--- src/rtl/ecc_regs_pkg.sv ---
package ecc_regs_pkg;
  // Register byte offsets (software decodes these)
  localparam logic [7:0] OFS_CTRL  = 8'h00;
  localparam logic [7:0] OFS_CSET  = 8'h04;
  localparam logic [7:0] OFS_CCLR  = 8'h08;
  localparam logic [7:0] OFS_COUNT = 8'h0C;
  localparam logic [7:0] OFS_DATA  = 8'h10;
  localparam logic [7:0] OFS_PAR   = 8'h14;
  localparam logic [7:0] OFS_STAT  = 8'h24;
  localparam logic [7:0] OFS_ERRIX = 8'h28;
  localparam logic [7:0] OFS_IEN   = 8'h38;
  localparam logic [7:0] OFS_IESET = 8'h3C;
  localparam logic [7:0] OFS_IECLR = 8'h40;

  localparam int CTRL_W = 4;
  localparam int CB_EN   = 0;
  localparam int CB_INIT = 1;
  localparam int CB_T8   = 2;
  localparam int CB_ENC  = 3;

  localparam int FLAG_W  = 6;
  localparam int SB_ERR  = 0;
  localparam int SB_UNC  = 1;
  localparam int SB_ENCD = 2;
  localparam int SB_DECD = 3;
  localparam int SB_ONES = 4;
  localparam int SB_ZERO = 5;
  localparam int TOT_LSB  = 16;
  localparam int TOT_W    = 7;
  localparam int ERRC_LSB = 28;
  localparam int ERRC_W   = 4;

  localparam int CNT_W  = 10;
  localparam int ENC_LSB = 0;
  localparam int DEC_LSB = 16;
  localparam int POS_W  = 13;
endpackage

--- src/rtl/ecc_byte_tracker.sv ---
module ecc_byte_tracker #(
  parameter int CNT_W = 10
) (
  input  logic             clk,
  input  logic             rst_n,
  input  logic             clr,
  input  logic             data_wr,
  input  logic             enable,
  input  logic [7:0]       data_byte,
  input  logic [CNT_W-1:0] target,
  output logic             accept,
  output logic             done_evt,
  output logic             blk_zero,
  output logic             blk_ones,
  output logic             op_done
);
  logic [CNT_W-1:0] cnt_q, cnt_d, cnt_inc;
  logic             zero_q, zero_d, ones_q, ones_d, done_q, done_d;
  logic             trk_en;

  assign accept   = data_wr & enable & ~done_q & ~clr;
  assign cnt_inc  = cnt_q + 1'b1;
  assign done_evt = accept && (target != '0) && (cnt_inc == target);
  assign blk_zero = zero_q && (data_byte == 8'h00);
  assign blk_ones = ones_q && (data_byte == 8'hFF);
  assign op_done  = done_q;
  assign trk_en   = clr | accept;

  always_comb begin
    cnt_d  = cnt_q;
    zero_d = zero_q;
    ones_d = ones_q;
    done_d = done_q;
    if (clr) begin
      cnt_d  = '0;
      zero_d = 1'b1;
      ones_d = 1'b1;
      done_d = 1'b0;
    end else if (accept) begin
      cnt_d  = cnt_inc;
      zero_d = blk_zero;
      ones_d = blk_ones;
      done_d = done_evt;
    end
  end

  always_ff @(posedge clk or negedge rst_n) begin
    if (!rst_n) begin
      cnt_q  <= '0;
      zero_q <= 1'b1;
      ones_q <= 1'b1;
      done_q <= 1'b0;
    end else if (trk_en) begin
      cnt_q  <= cnt_d;
      zero_q <= zero_d;
      ones_q <= ones_d;
      done_q <= done_d;
    end
  end
endmodule

--- src/rtl/ecc_result_store.sv ---
module ecc_result_store #(
  parameter int PAR_WORDS = 4,
  parameter int ERR_WORDS = 4,
  parameter int POS_W     = 13,
  parameter int TOT_W     = 7,
  localparam int PAR_BYTES = 4 * PAR_WORDS,
  localparam int ERR_SLOTS = 2 * ERR_WORDS,
  localparam int PAR_CW    = $clog2(PAR_BYTES + 1),
  localparam int ERR_CW    = $clog2(ERR_SLOTS + 1)
) (
  input  logic                    clk,
  input  logic                    rst_n,
  input  logic                    clr,
  input  logic                    freeze,
  input  logic                    par_vld,
  input  logic [7:0]              par_byte,
  input  logic                    err_vld,
  input  logic [POS_W-1:0]        err_pos,
  input  logic                    res_vld,
  input  logic [TOT_W-1:0]        res_total,
  input  logic                    res_uncor,
  output logic [PAR_WORDS*32-1:0] par_flat,
  output logic [ERR_WORDS*32-1:0] err_flat,
  output logic [ERR_CW-1:0]       err_n,
  output logic [TOT_W-1:0]        total_q,
  output logic                    uncor_q
);
  logic [PAR_CW-1:0] par_n_q, par_n_d;
  logic [ERR_CW-1:0] err_n_q, err_n_d;
  logic              par_take, err_take, res_take;

  assign par_take = par_vld && !freeze && !clr && (par_n_q < PAR_CW'(PAR_BYTES));
  assign err_take = err_vld && !freeze && !clr && (err_n_q < ERR_CW'(ERR_SLOTS));
  assign res_take = res_vld && !freeze && !clr;
  assign err_n    = err_n_q;

  always_comb begin
    par_n_d = par_n_q;
    err_n_d = err_n_q;
    if (clr) begin
      par_n_d = '0;
      err_n_d = '0;
    end else begin
      if (par_take) par_n_d = par_n_q + 1'b1;
      if (err_take) err_n_d = err_n_q + 1'b1;
    end
  end

  always_ff @(posedge clk or negedge rst_n) begin
    if (!rst_n) begin
      par_n_q <= '0;
      err_n_q <= '0;
    end else if (clr | par_take | err_take) begin
      par_n_q <= par_n_d;
      err_n_q <= err_n_d;
    end
  end

  always_ff @(posedge clk or negedge rst_n) begin
    if (!rst_n) begin
      total_q <= '0;
      uncor_q <= 1'b0;
    end else if (clr) begin
      total_q <= '0;
      uncor_q <= 1'b0;
    end else if (res_take) begin
      total_q <= res_total;
      uncor_q <= res_uncor;
    end
  end

  // Parity lanes: byte g sits at bit 8*g of the flat vector (little-endian words)
  for (genvar g = 0; g < PAR_BYTES; g++) begin : g_par
    logic [7:0] b_q;
    logic       b_we;
    assign b_we = par_take && (par_n_q == PAR_CW'(g));
    always_ff @(posedge clk or negedge rst_n) begin
      if (!rst_n)    b_q <= '0;
      else if (clr)  b_q <= '0;
      else if (b_we) b_q <= par_byte;
    end
    assign par_flat[g*8 +: 8] = b_q;
  end

  // Error slots: even slot in the low half-word, odd slot in the high half-word
  for (genvar g = 0; g < ERR_SLOTS; g++) begin : g_err
    logic [POS_W-1:0] e_q;
    logic             e_we;
    assign e_we = err_take && (err_n_q == ERR_CW'(g));
    always_ff @(posedge clk or negedge rst_n) begin
      if (!rst_n)    e_q <= '0;
      else if (clr)  e_q <= '0;
      else if (e_we) e_q <= err_pos;
    end
    assign err_flat[(g/2)*32 + (g%2)*16 +: POS_W]              = e_q;
    assign err_flat[(g/2)*32 + (g%2)*16 + POS_W +: 16 - POS_W] = '0;
  end
endmodule

--- src/rtl/ecc_ctrl_regs.sv ---
module ecc_ctrl_regs
  import ecc_regs_pkg::*;
#(
  parameter int PAR_WORDS = 4,
  parameter int ERR_WORDS = 4
) (
  input  logic              clk,
  input  logic              rst_n,
  input  logic              bus_wr,
  input  logic [7:0]        bus_addr,
  input  logic [31:0]       bus_wdata,
  output logic [31:0]       bus_rdata,
  output logic              eng_enable,
  output logic              eng_init,
  output logic              eng_t8,
  output logic              eng_encode,
  output logic              eng_byte_vld,
  output logic [7:0]        eng_byte,
  input  logic              eng_par_vld,
  input  logic [7:0]        eng_par_byte,
  input  logic              eng_err_vld,
  input  logic [POS_W-1:0]  eng_err_pos,
  input  logic              eng_res_vld,
  input  logic [TOT_W-1:0]  eng_err_total,
  input  logic              eng_uncor,
  output logic              irq
);
  localparam int ERR_SLOTS = 2 * ERR_WORDS;
  localparam int ERR_CW    = $clog2(ERR_SLOTS + 1);

  // Reset: asserted asynchronously, released on a clock edge
  logic [1:0] rsync_q;
  logic       rst_core_n;
  always_ff @(posedge clk or negedge rst_n) begin
    if (!rst_n) rsync_q <= '0;
    else        rsync_q <= {rsync_q[0], 1'b1};
  end
  assign rst_core_n = rsync_q[1];

  // Write decode
  logic wr_cset, wr_cclr, wr_count, wr_data, wr_stat, wr_ieset, wr_ieclr;
  assign wr_cset  = bus_wr && (bus_addr == OFS_CSET);
  assign wr_cclr  = bus_wr && (bus_addr == OFS_CCLR);
  assign wr_count = bus_wr && (bus_addr == OFS_COUNT);
  assign wr_data  = bus_wr && (bus_addr == OFS_DATA);
  assign wr_stat  = bus_wr && (bus_addr == OFS_STAT);
  assign wr_ieset = bus_wr && (bus_addr == OFS_IESET);
  assign wr_ieclr = bus_wr && (bus_addr == OFS_IECLR);

  // Control word
  logic [CTRL_W-1:0] ctrl_q, ctrl_d;
  logic              ctrl_en, core_clr;
  assign core_clr = ctrl_q[CB_INIT];
  assign ctrl_en  = core_clr | wr_cset | wr_cclr;

  always_comb begin
    ctrl_d          = ctrl_q;
    ctrl_d[CB_INIT] = 1'b0;
    if (wr_cset) ctrl_d = ctrl_d | bus_wdata[CTRL_W-1:0];
    if (wr_cclr) ctrl_d = ctrl_d & ~bus_wdata[CTRL_W-1:0];
  end

  always_ff @(posedge clk or negedge rst_core_n) begin
    if (!rst_core_n)  ctrl_q <= '0;
    else if (ctrl_en) ctrl_q <= ctrl_d;
  end

  // Count limits
  logic [CNT_W-1:0] enc_lim_q, dec_lim_q;
  always_ff @(posedge clk or negedge rst_core_n) begin
    if (!rst_core_n) begin
      enc_lim_q <= '0;
      dec_lim_q <= '0;
    end else if (wr_count) begin
      enc_lim_q <= bus_wdata[ENC_LSB +: CNT_W];
      dec_lim_q <= bus_wdata[DEC_LSB +: CNT_W];
    end
  end

  // Interrupt mask
  logic [FLAG_W-1:0] ien_q, ien_d;
  always_comb begin
    ien_d = ien_q;
    if (wr_ieset) ien_d = ien_d | bus_wdata[FLAG_W-1:0];
    if (wr_ieclr) ien_d = ien_d & ~bus_wdata[FLAG_W-1:0];
  end
  always_ff @(posedge clk or negedge rst_core_n) begin
    if (!rst_core_n)             ien_q <= '0;
    else if (wr_ieset | wr_ieclr) ien_q <= ien_d;
  end

  // Byte stream sequencing
  logic             accept, done_evt, blk_zero, blk_ones, trk_done;
  logic [CNT_W-1:0] target;
  assign target = ctrl_q[CB_ENC] ? enc_lim_q : dec_lim_q;

  ecc_byte_tracker #(.CNT_W(CNT_W)) u_trk (
    .clk       (clk),
    .rst_n     (rst_core_n),
    .clr       (core_clr),
    .data_wr   (wr_data),
    .enable    (ctrl_q[CB_EN]),
    .data_byte (bus_wdata[7:0]),
    .target    (target),
    .accept    (accept),
    .done_evt  (done_evt),
    .blk_zero  (blk_zero),
    .blk_ones  (blk_ones),
    .op_done   (trk_done)
  );

  // Engine results
  logic [PAR_WORDS*32-1:0] par_flat;
  logic [ERR_WORDS*32-1:0] err_flat;
  logic [ERR_CW-1:0]       err_n;
  logic [TOT_W-1:0]        res_tot;
  logic                    res_unc;

  ecc_result_store #(
    .PAR_WORDS (PAR_WORDS),
    .ERR_WORDS (ERR_WORDS),
    .POS_W     (POS_W),
    .TOT_W     (TOT_W)
  ) u_store (
    .clk       (clk),
    .rst_n     (rst_core_n),
    .clr       (core_clr),
    .freeze    (trk_done),
    .par_vld   (eng_par_vld),
    .par_byte  (eng_par_byte),
    .err_vld   (eng_err_vld),
    .err_pos   (eng_err_pos),
    .res_vld   (eng_res_vld),
    .res_total (eng_err_total),
    .res_uncor (eng_uncor),
    .par_flat  (par_flat),
    .err_flat  (err_flat),
    .err_n     (err_n),
    .total_q   (res_tot),
    .uncor_q   (res_unc)
  );

  // Status word
  logic [FLAG_W-1:0] flags_q, flags_d;
  logic [TOT_W-1:0]  tot_q, tot_d;
  logic [ERRC_W-1:0] errc_q, errc_d;
  logic              stat_en;
  logic [31:0]       status_w;

  assign stat_en = core_clr | done_evt | wr_stat;

  always_comb begin
    flags_d = flags_q;
    tot_d   = tot_q;
    errc_d  = errc_q;
    if (core_clr) begin
      flags_d = '0;
      tot_d   = '0;
      errc_d  = '0;
    end else if (done_evt) begin
      if (ctrl_q[CB_ENC]) begin
        flags_d[SB_ENCD] = 1'b1;
      end else begin
        flags_d[SB_DECD] = 1'b1;
        flags_d[SB_ERR]  = flags_q[SB_ERR] | (err_n != '0);
        flags_d[SB_UNC]  = flags_q[SB_UNC] | res_unc;
        tot_d            = res_tot;
        errc_d           = ERRC_W'(err_n);
      end
      if (blk_ones) flags_d[SB_ONES] = 1'b1;
      if (blk_zero) flags_d[SB_ZERO] = 1'b1;
    end else if (wr_stat) begin
      flags_d = flags_q & ~bus_wdata[FLAG_W-1:0];
      tot_d   = tot_q   & ~bus_wdata[TOT_LSB +: TOT_W];
      errc_d  = errc_q  & ~bus_wdata[ERRC_LSB +: ERRC_W];
    end
  end

  always_ff @(posedge clk or negedge rst_core_n) begin
    if (!rst_core_n) begin
      flags_q <= '0;
      tot_q   <= '0;
      errc_q  <= '0;
    end else if (stat_en) begin
      flags_q <= flags_d;
      tot_q   <= tot_d;
      errc_q  <= errc_d;
    end
  end

  always_comb begin
    status_w                       = '0;
    status_w[FLAG_W-1:0]           = flags_q;
    status_w[TOT_LSB +: TOT_W]     = tot_q;
    status_w[ERRC_LSB +: ERRC_W]   = errc_q;
  end

  // Read mux
  always_comb begin
    bus_rdata = '0;
    for (int w = 0; w < PAR_WORDS; w++)
      if (bus_addr == OFS_PAR + 8'(4 * w)) bus_rdata = par_flat[w*32 +: 32];
    for (int w = 0; w < ERR_WORDS; w++)
      if (bus_addr == OFS_ERRIX + 8'(4 * w)) bus_rdata = err_flat[w*32 +: 32];
    case (bus_addr)
      OFS_CTRL:  bus_rdata = {{(32-CTRL_W){1'b0}}, ctrl_q};
      OFS_COUNT: begin
        bus_rdata                      = '0;
        bus_rdata[ENC_LSB +: CNT_W]    = enc_lim_q;
        bus_rdata[DEC_LSB +: CNT_W]    = dec_lim_q;
      end
      OFS_STAT:  bus_rdata = status_w;
      OFS_IEN:   bus_rdata = {{(32-FLAG_W){1'b0}}, ien_q};
      default: ;
    endcase
  end

  assign eng_enable   = ctrl_q[CB_EN];
  assign eng_init     = ctrl_q[CB_INIT];
  assign eng_t8       = ctrl_q[CB_T8];
  assign eng_encode   = ctrl_q[CB_ENC];
  assign eng_byte_vld = accept;
  assign eng_byte     = bus_wdata[7:0];
  assign irq          = |(flags_q & ien_q);
endmodule

--- config.mk ---
export PLATFORM = sky130hd
export DESIGN_NAME = ecc_ctrl_regs
export DESIGN_NICKNAME = d
export VERILOG_FILES = /design/src/rtl/ecc_regs_pkg.sv /design/src/rtl/ecc_byte_tracker.sv /design/src/rtl/ecc_result_store.sv /design/src/rtl/ecc_ctrl_regs.sv
export SDC_FILE = /design/constraint.sdc
export NUM_CORES = 1
export LEC_CHECK = 0
export CAP_MARGIN = 20
export CORE_UTILIZATION = 60
export DETAILED_ROUTE_END_ITERATION = 6
export PLACE_DENSITY = 0.82
export SYNTH_ARGS = -nofsm -noshare
export SYNTH_HDL_FRONTEND = slang
export SYNTH_SLANG_ARGS = --single-unit
--- constraint.sdc ---
create_clock -name clk -period 19.05 [get_ports clk]
set_clock_uncertainty 0.05 [all_clocks]
set_input_delay 2.8575 -clock clk [delete_from_list [all_inputs] [get_ports clk]]
set_output_delay 2.8575 -clock clk [all_outputs]
set_load 0.01 [all_outputs]
Word level (Yosys, flattened, before mapping)

Index checks and enable logic that the tools add are counted.

Register bits: 311
Input port bits: 75
Logic and storage cells: 301

Reductions and logical operators: 88
Add/sub/neg operators: 3
Muxes and demuxes: 94
Magnitude comparators: 2
Bitwise operators: 27
Equality and inequality tests: 44

Operators by type and width:

| cell                    | number |
|---|---|
| $mux W32                | 8 |
| $mux W8                 | 32 |
| $mux W13                | 16 |
| $pmux W32 S4            | 1 |
| $eq A8 B6 Y1 const B    | 8 |
| $reduce_bool A2 Y1      | 28 |
| $logic_and A1 B1 Y1     | 43 |
| $mux W7                 | 6 |
| $eq A5 B4 Y1 const B    | 8 |
| $eq A8 B5 Y1 const B    | 4 |
| $mux W4                 | 8 |
| $mux W10                | 3 |
| $mux W6                 | 5 |
| $eq A5 B3 Y1 const B    | 4 |
| $and A6 B6 Y6           | 3 |
| $eq A4 B3 Y1 const B    | 4 |
| $eq A8 B4 Y1 const B    | 2 |
| $logic_not A8 Y1        | 2 |
| $mux W1                 | 12 |
| $reduce_and A3 Y1       | 4 |
| $add A10 B1 Y10 const B | 1 |
| $eq A10 B10 Y1          | 1 |
| $eq A5 B2 Y1 const B    | 2 |
| $mux W5                 | 2 |
| 31 further kinds        | 51 |

Depth between registers and ports, before layout

Depth in word-level cells: 10
Gate-level depth with buffers: 10

Cells and area by module

From an unflattened synthesis, not the netlist that was laid out.

Cells, all modules: 1839
Area, all modules: 17065.1 um^2

Modules (own cells, without submodules):

| module           | area each (um^2) | cells an instance | sequential area each (um^2) | instances |
|---|---|---|---|---|
| ecc_result_store | 11174.5          | 1096              | 6231.0                      | 1 |
| ecc_ctrl_regs    | 4913.5           | 629               | 1226.2                      | 1 |
| ecc_byte_tracker | 977.2            | 114               | 327.8                       | 1 |

Worst setup path after synthesis

No wires, ideal clock.

Kind: input to output
From: in bus_addr[4]
To: out bus_rdata[2]
Path slack: 11484 ps
Stages on the path: 7
Buffers on the path: 3
Arrival time: 4658 ps
Data required time: 16143 ps
Cell sequence: buf_2 or4b_1 clkbuf_1 nor2_1 clkbuf_1 a221oi_1 o31ai_1

Longest elaborated chain between the ends: 10
Elaborated cells between the ends (all ways): 21

RTL lines:

| item                   | line                 | RTL |
|---|---|---|
| start, declared        | ecc_ctrl_regs.sv:10  | `input logic [7:0] bus_addr,` |
| $eq A8 B5 Y1           | ecc_ctrl_regs.sv:202 | `if (bus_addr == OFS_PAR + 8'(4 * w)) bus_rdata = par_flat[w*32 +: 32];` |
| $mux W32 (4 in series) | ecc_ctrl_regs.sv:202 |  |
| $mux W32 (4 in series) | ecc_ctrl_regs.sv:204 | `if (bus_addr == OFS_ERRIX + 8'(4 * w)) bus_rdata = err_flat[w*32 +: 32];` |
| $pmux W32 S4 *         | ecc_ctrl_regs.sv:205 | `case (bus_addr)` |
| end, declared          | ecc_ctrl_regs.sv:12  | `output logic [31:0] bus_rdata,` |

Mark *: on every way between the ends. The rest lies on a longest branch, timed or not.

Final worst setup path

From: in bus_addr[2]
To: out bus_rdata[0]

Same word-level chain as after synthesis.

==> results.tsv <==
stage	metric	value	unit
job	cap_violations	0	
die	die_y	163	µm
timing	min_period	9910	ps
cells_and_area	postLayoutCoreUtil	0.707	
cells_and_area	nets	1847	
drt	drc	1	
grt	grt-busiest-layer	met2	
logic_synthesis	avgSynthCellArea	8.96	µm²
logic_synthesis	synth-simple-area-share	0.198	
cts	clock_sinks	311	
worst_setup_path	rrSetupSlack	15380	ps
logic_synthesis	yosysTopAreaCellShare	0.496	
timing	setup_tns	0	ps
worst_hold_path	min_path_type	reg2reg	
power_and_ir_drop	p_per_area	99.3	mW/mm²
cts	h-tree-depth	2	
worst_setup_path	end_kind	output port	
grt	grt_pass1_vias	13500	
placed_design	pre_cts_ws	9200	ps
timing	setup-violations-final	0	
logic_synthesis	ys.flop_type	dfrtp_1	
logic_synthesis	synth_edf_count	0	
logic_synthesis	yosysWarnings	0	
cells_and_area	multi_input_comb_area	0.00712	mm²
worst_setup_path	worst_ep_required_time	16140	ps
timing	fmax	0.101	GHz
cells_and_area	seq_area	0.00779	mm²
logic_synthesis	synth_compound_area_frac	0.170	
logic_synthesis	synth-seq-cells	311	
timing	max_slew.worst_pin.slew	1170	ps
grt	gr-usage-met1	0.534	
cells_and_area	finalInstanceArea	0.0179	mm²
drt	avgRoutedWirePerCell	23.9	µm
logic_synthesis	synthMuxAreaShare	0.0635	
cts	cts_hold_buffers	0	
cts	insertion_delay	530	ps
cts	postCtsResizedCells	0	
logic_synthesis	yosysTopAreaCell	dfrtp_1	
logic_synthesis	syn_inst	1741	
timing	hold_viol	0	
grt	grt-ovfl-total	0	
power_and_ir_drop	peakVddDrop	97.1	µV
worst_setup_path	crit_type	in2out	
timing	period_share	0.520	
die	pin_count	121	
worst_setup_path	cp-start-kind	input pin	
cells_and_area	nFillCells	1887	
cts	numCtsBuffers	35	
grt	antenna_found_initial	1	
placed_design	gp_congestion	0.962	
logic_synthesis	yosys-top-cells-count	386 x nand2_1, 309 x dfrtp_1, 239 x a21oi_1, 139 x nand3_1, 118 x clkbuf_1	
cells_and_area	syn_to_final_growth	14.7	%
grt	grtUsageMet2	0.561	
grt	grt_start_max_net_pins	85	
cts	cts_tree	yes	
timing	timing.final.max_slew_violations	0	
drt	drtIter0Drc	2252	
run_status	violations	DRC	
placed_design	portBuffers	112	
placed_design	hpwlAfterDp	33.4	mm
logic_synthesis	ys_seq_area_frac	0.499	
logic_synthesis	ys_types	70	
die	die_w	163	µm
logic_synthesis	post-synth-top-count-cell	nand2_1	
logic_synthesis	synth_top_family_by_area	simple AND/OR/NAND/NOR gates	
timing	rsz0062_at_grt	no	
die	fp-row-count	58	
drt	dr.pass1.iters	7	
grt	grt_pass1_wl	78.4	mm
cts	clk_pin_slew	50	ps
grt	grt_usage	0.390	
cts	cts_buffer_depth	3	
run_status	outcome	finished, violations left	
placed_design	dpl_cell_area	0.0167	mm²
logic_synthesis	synthesis.nets	1826	
drt	ant_nets	0	
drt	avgViaCountPerCell	6.74	
logic_synthesis	yosys-top-cells-area	dfrtp_1 50%, nand2_1 9.3%, a21oi_1 7.7%, mux2i_1 4.6%, nand3_1 4.5%	
grt	met3_usage	0.122	
worst_setup_path	cp_max_fo	26	
cells_and_area	diodes	0	
die	initial_utilization	0.616	
drt	wirelength	50.7	mm
logic_synthesis	yosys.area_share.adder	0.00802	
worst_setup_path	arrival	7010	ps
power_and_ir_drop	p_leak	8.09	nW
cts	clock-root-buffer	clkbuf_16	
logic_synthesis	syn_area	0.0156	mm²
drt	vias	14300	
logic_synthesis	async_reset_ff_frac	1.00	
timing	slew_headroom	0.216	
cells_and_area	drive_gt1_frac	0.0771	
cts	post_cts_buffers	0	
die	core	0.0253	mm²
logic_synthesis	synthXorXnorAreaFrac	0.0132	
timing	worst_slack	9140	ps
die	die_area	0.0267	mm²
==> critical path, cell delays in order <==
cell             delay [ps]
clkdlybuf4s50_1        1240
nor2b_1                 840
mux2_2                  290
a21oi_1                  70
nor4_2                  750
o311ai_0                370
clkdlybuf4s50_1         560
==> metrics by stage <==
stage                     power (mW)  cells  hold WS, ps
after floorplan                 1.00   1741          281
after global placement          1.09   2049          288
after detailed placement        1.10   2050          294
after CTS                       1.77   2114          306
after global routing            1.84   2119          325
final                           1.78   2119          303
==> final timing paths <==
check / depth (start not counted) / startpoint / end
max in group asynchronous: 1 / rst_n / rsync_q[1]$_DFF_PN0_
min in group asynchronous: 0 / rsync_q[1]$_DFF_PN0_ / u_store.err_n[2]$_DFFE_PN0P_
worst min register to register: 0 / rsync_q[0]$_DFF_PN0_ / rsync_q[1]$_DFF_PN0_
worst min-delay path: 0 / rsync_q[0]$_DFF_PN0_ / rsync_q[1]$_DFF_PN0_
worst max-delay path: 7 / bus_addr[2] / bus_rdata[0]
worst max register to register: 7 / ctrl_q[1]$_DFFE_PN0P_ / u_store.g_err[3].e_q[10]$_DFFE_PN0P_
==> flip-flops by register name (all words and copies together) (netlist names), 4 cells and up, named ones only <==
signal             cells
dec_lim_q             10
u_trk.cnt_q           10
flags_q                6
u_store.total_q        7
tot_q                  7
u_store.g_par.b_q    128
u_store.g_err.e_q    104
enc_lim_q             10
u_store.par_n_q        5
errc_q                 4
u_store.err_n          4
==> layout make-up <==
class | instances | share of cell area
multi-input cells | 1258 | 0.397
flip-flops and latches | 311 | 0.435
repair buffers | 147 | 0.0795
clock buffers | 49 | 0.0552
well taps | 330 | 0.0231
inverters | 9 | 0.00189
clock inverters | 15 | 0.00762
==> cell families (layout without fill, tap and decap cells) <==
| kind of cell | count (synthesis) | count (layout) |
|---|---|---|
| and+or+nand+nor | 698 | 698 |
| DFF | 311 | 311 |
| adders and majority gates | 10 | 10 |
| muxes | 96 | 96 |
| other | 1 | 1 |
| buffers and inverters | 172 | 220 |
| xor gates and xnor gates | 22 | 22 |
| AOI/OAI and AO/OA | 431 | 431 |
==> layer usage <==
metal,share of wire,up-vias,routed length (µm)
met5,0.00034,-,17
met4,0.054,2,2750
met3,0.13,181,6610
met2,0.43,948,21900
met1,0.38,6994,19400
li1,-,6167,-
==> placed cells by master (no fill, tap or decap), drive strengths merged, types with 23 or more instances in the layout <==
master / synthesis / layout
nand2: 386 / 386
dfrtp: 309 / 309
a21oi: 239 / 239
nand3: 139 / 139
clkdlybuf4s50: 0 / 112
nor2: 89 / 89
mux2i: 72 / 72
o21ai: 49 / 49
clkbuf: 119 / 49
buf: 44 / 35
mux2: 24 / 24
a222oi: 23 / 23
a22oi: 23 / 23
a22o: 23 / 23
==> where the power goes <==
| part | internal (mW) | switching (mW) |
|---|---|---|
| Combinational | 0.0996 | 0.151 |
| Sequential | 0.768 | 0.0848 |
| Clock | 0.392 | 0.283 |
No activity file was read; power rests on OpenSTA's default activity.
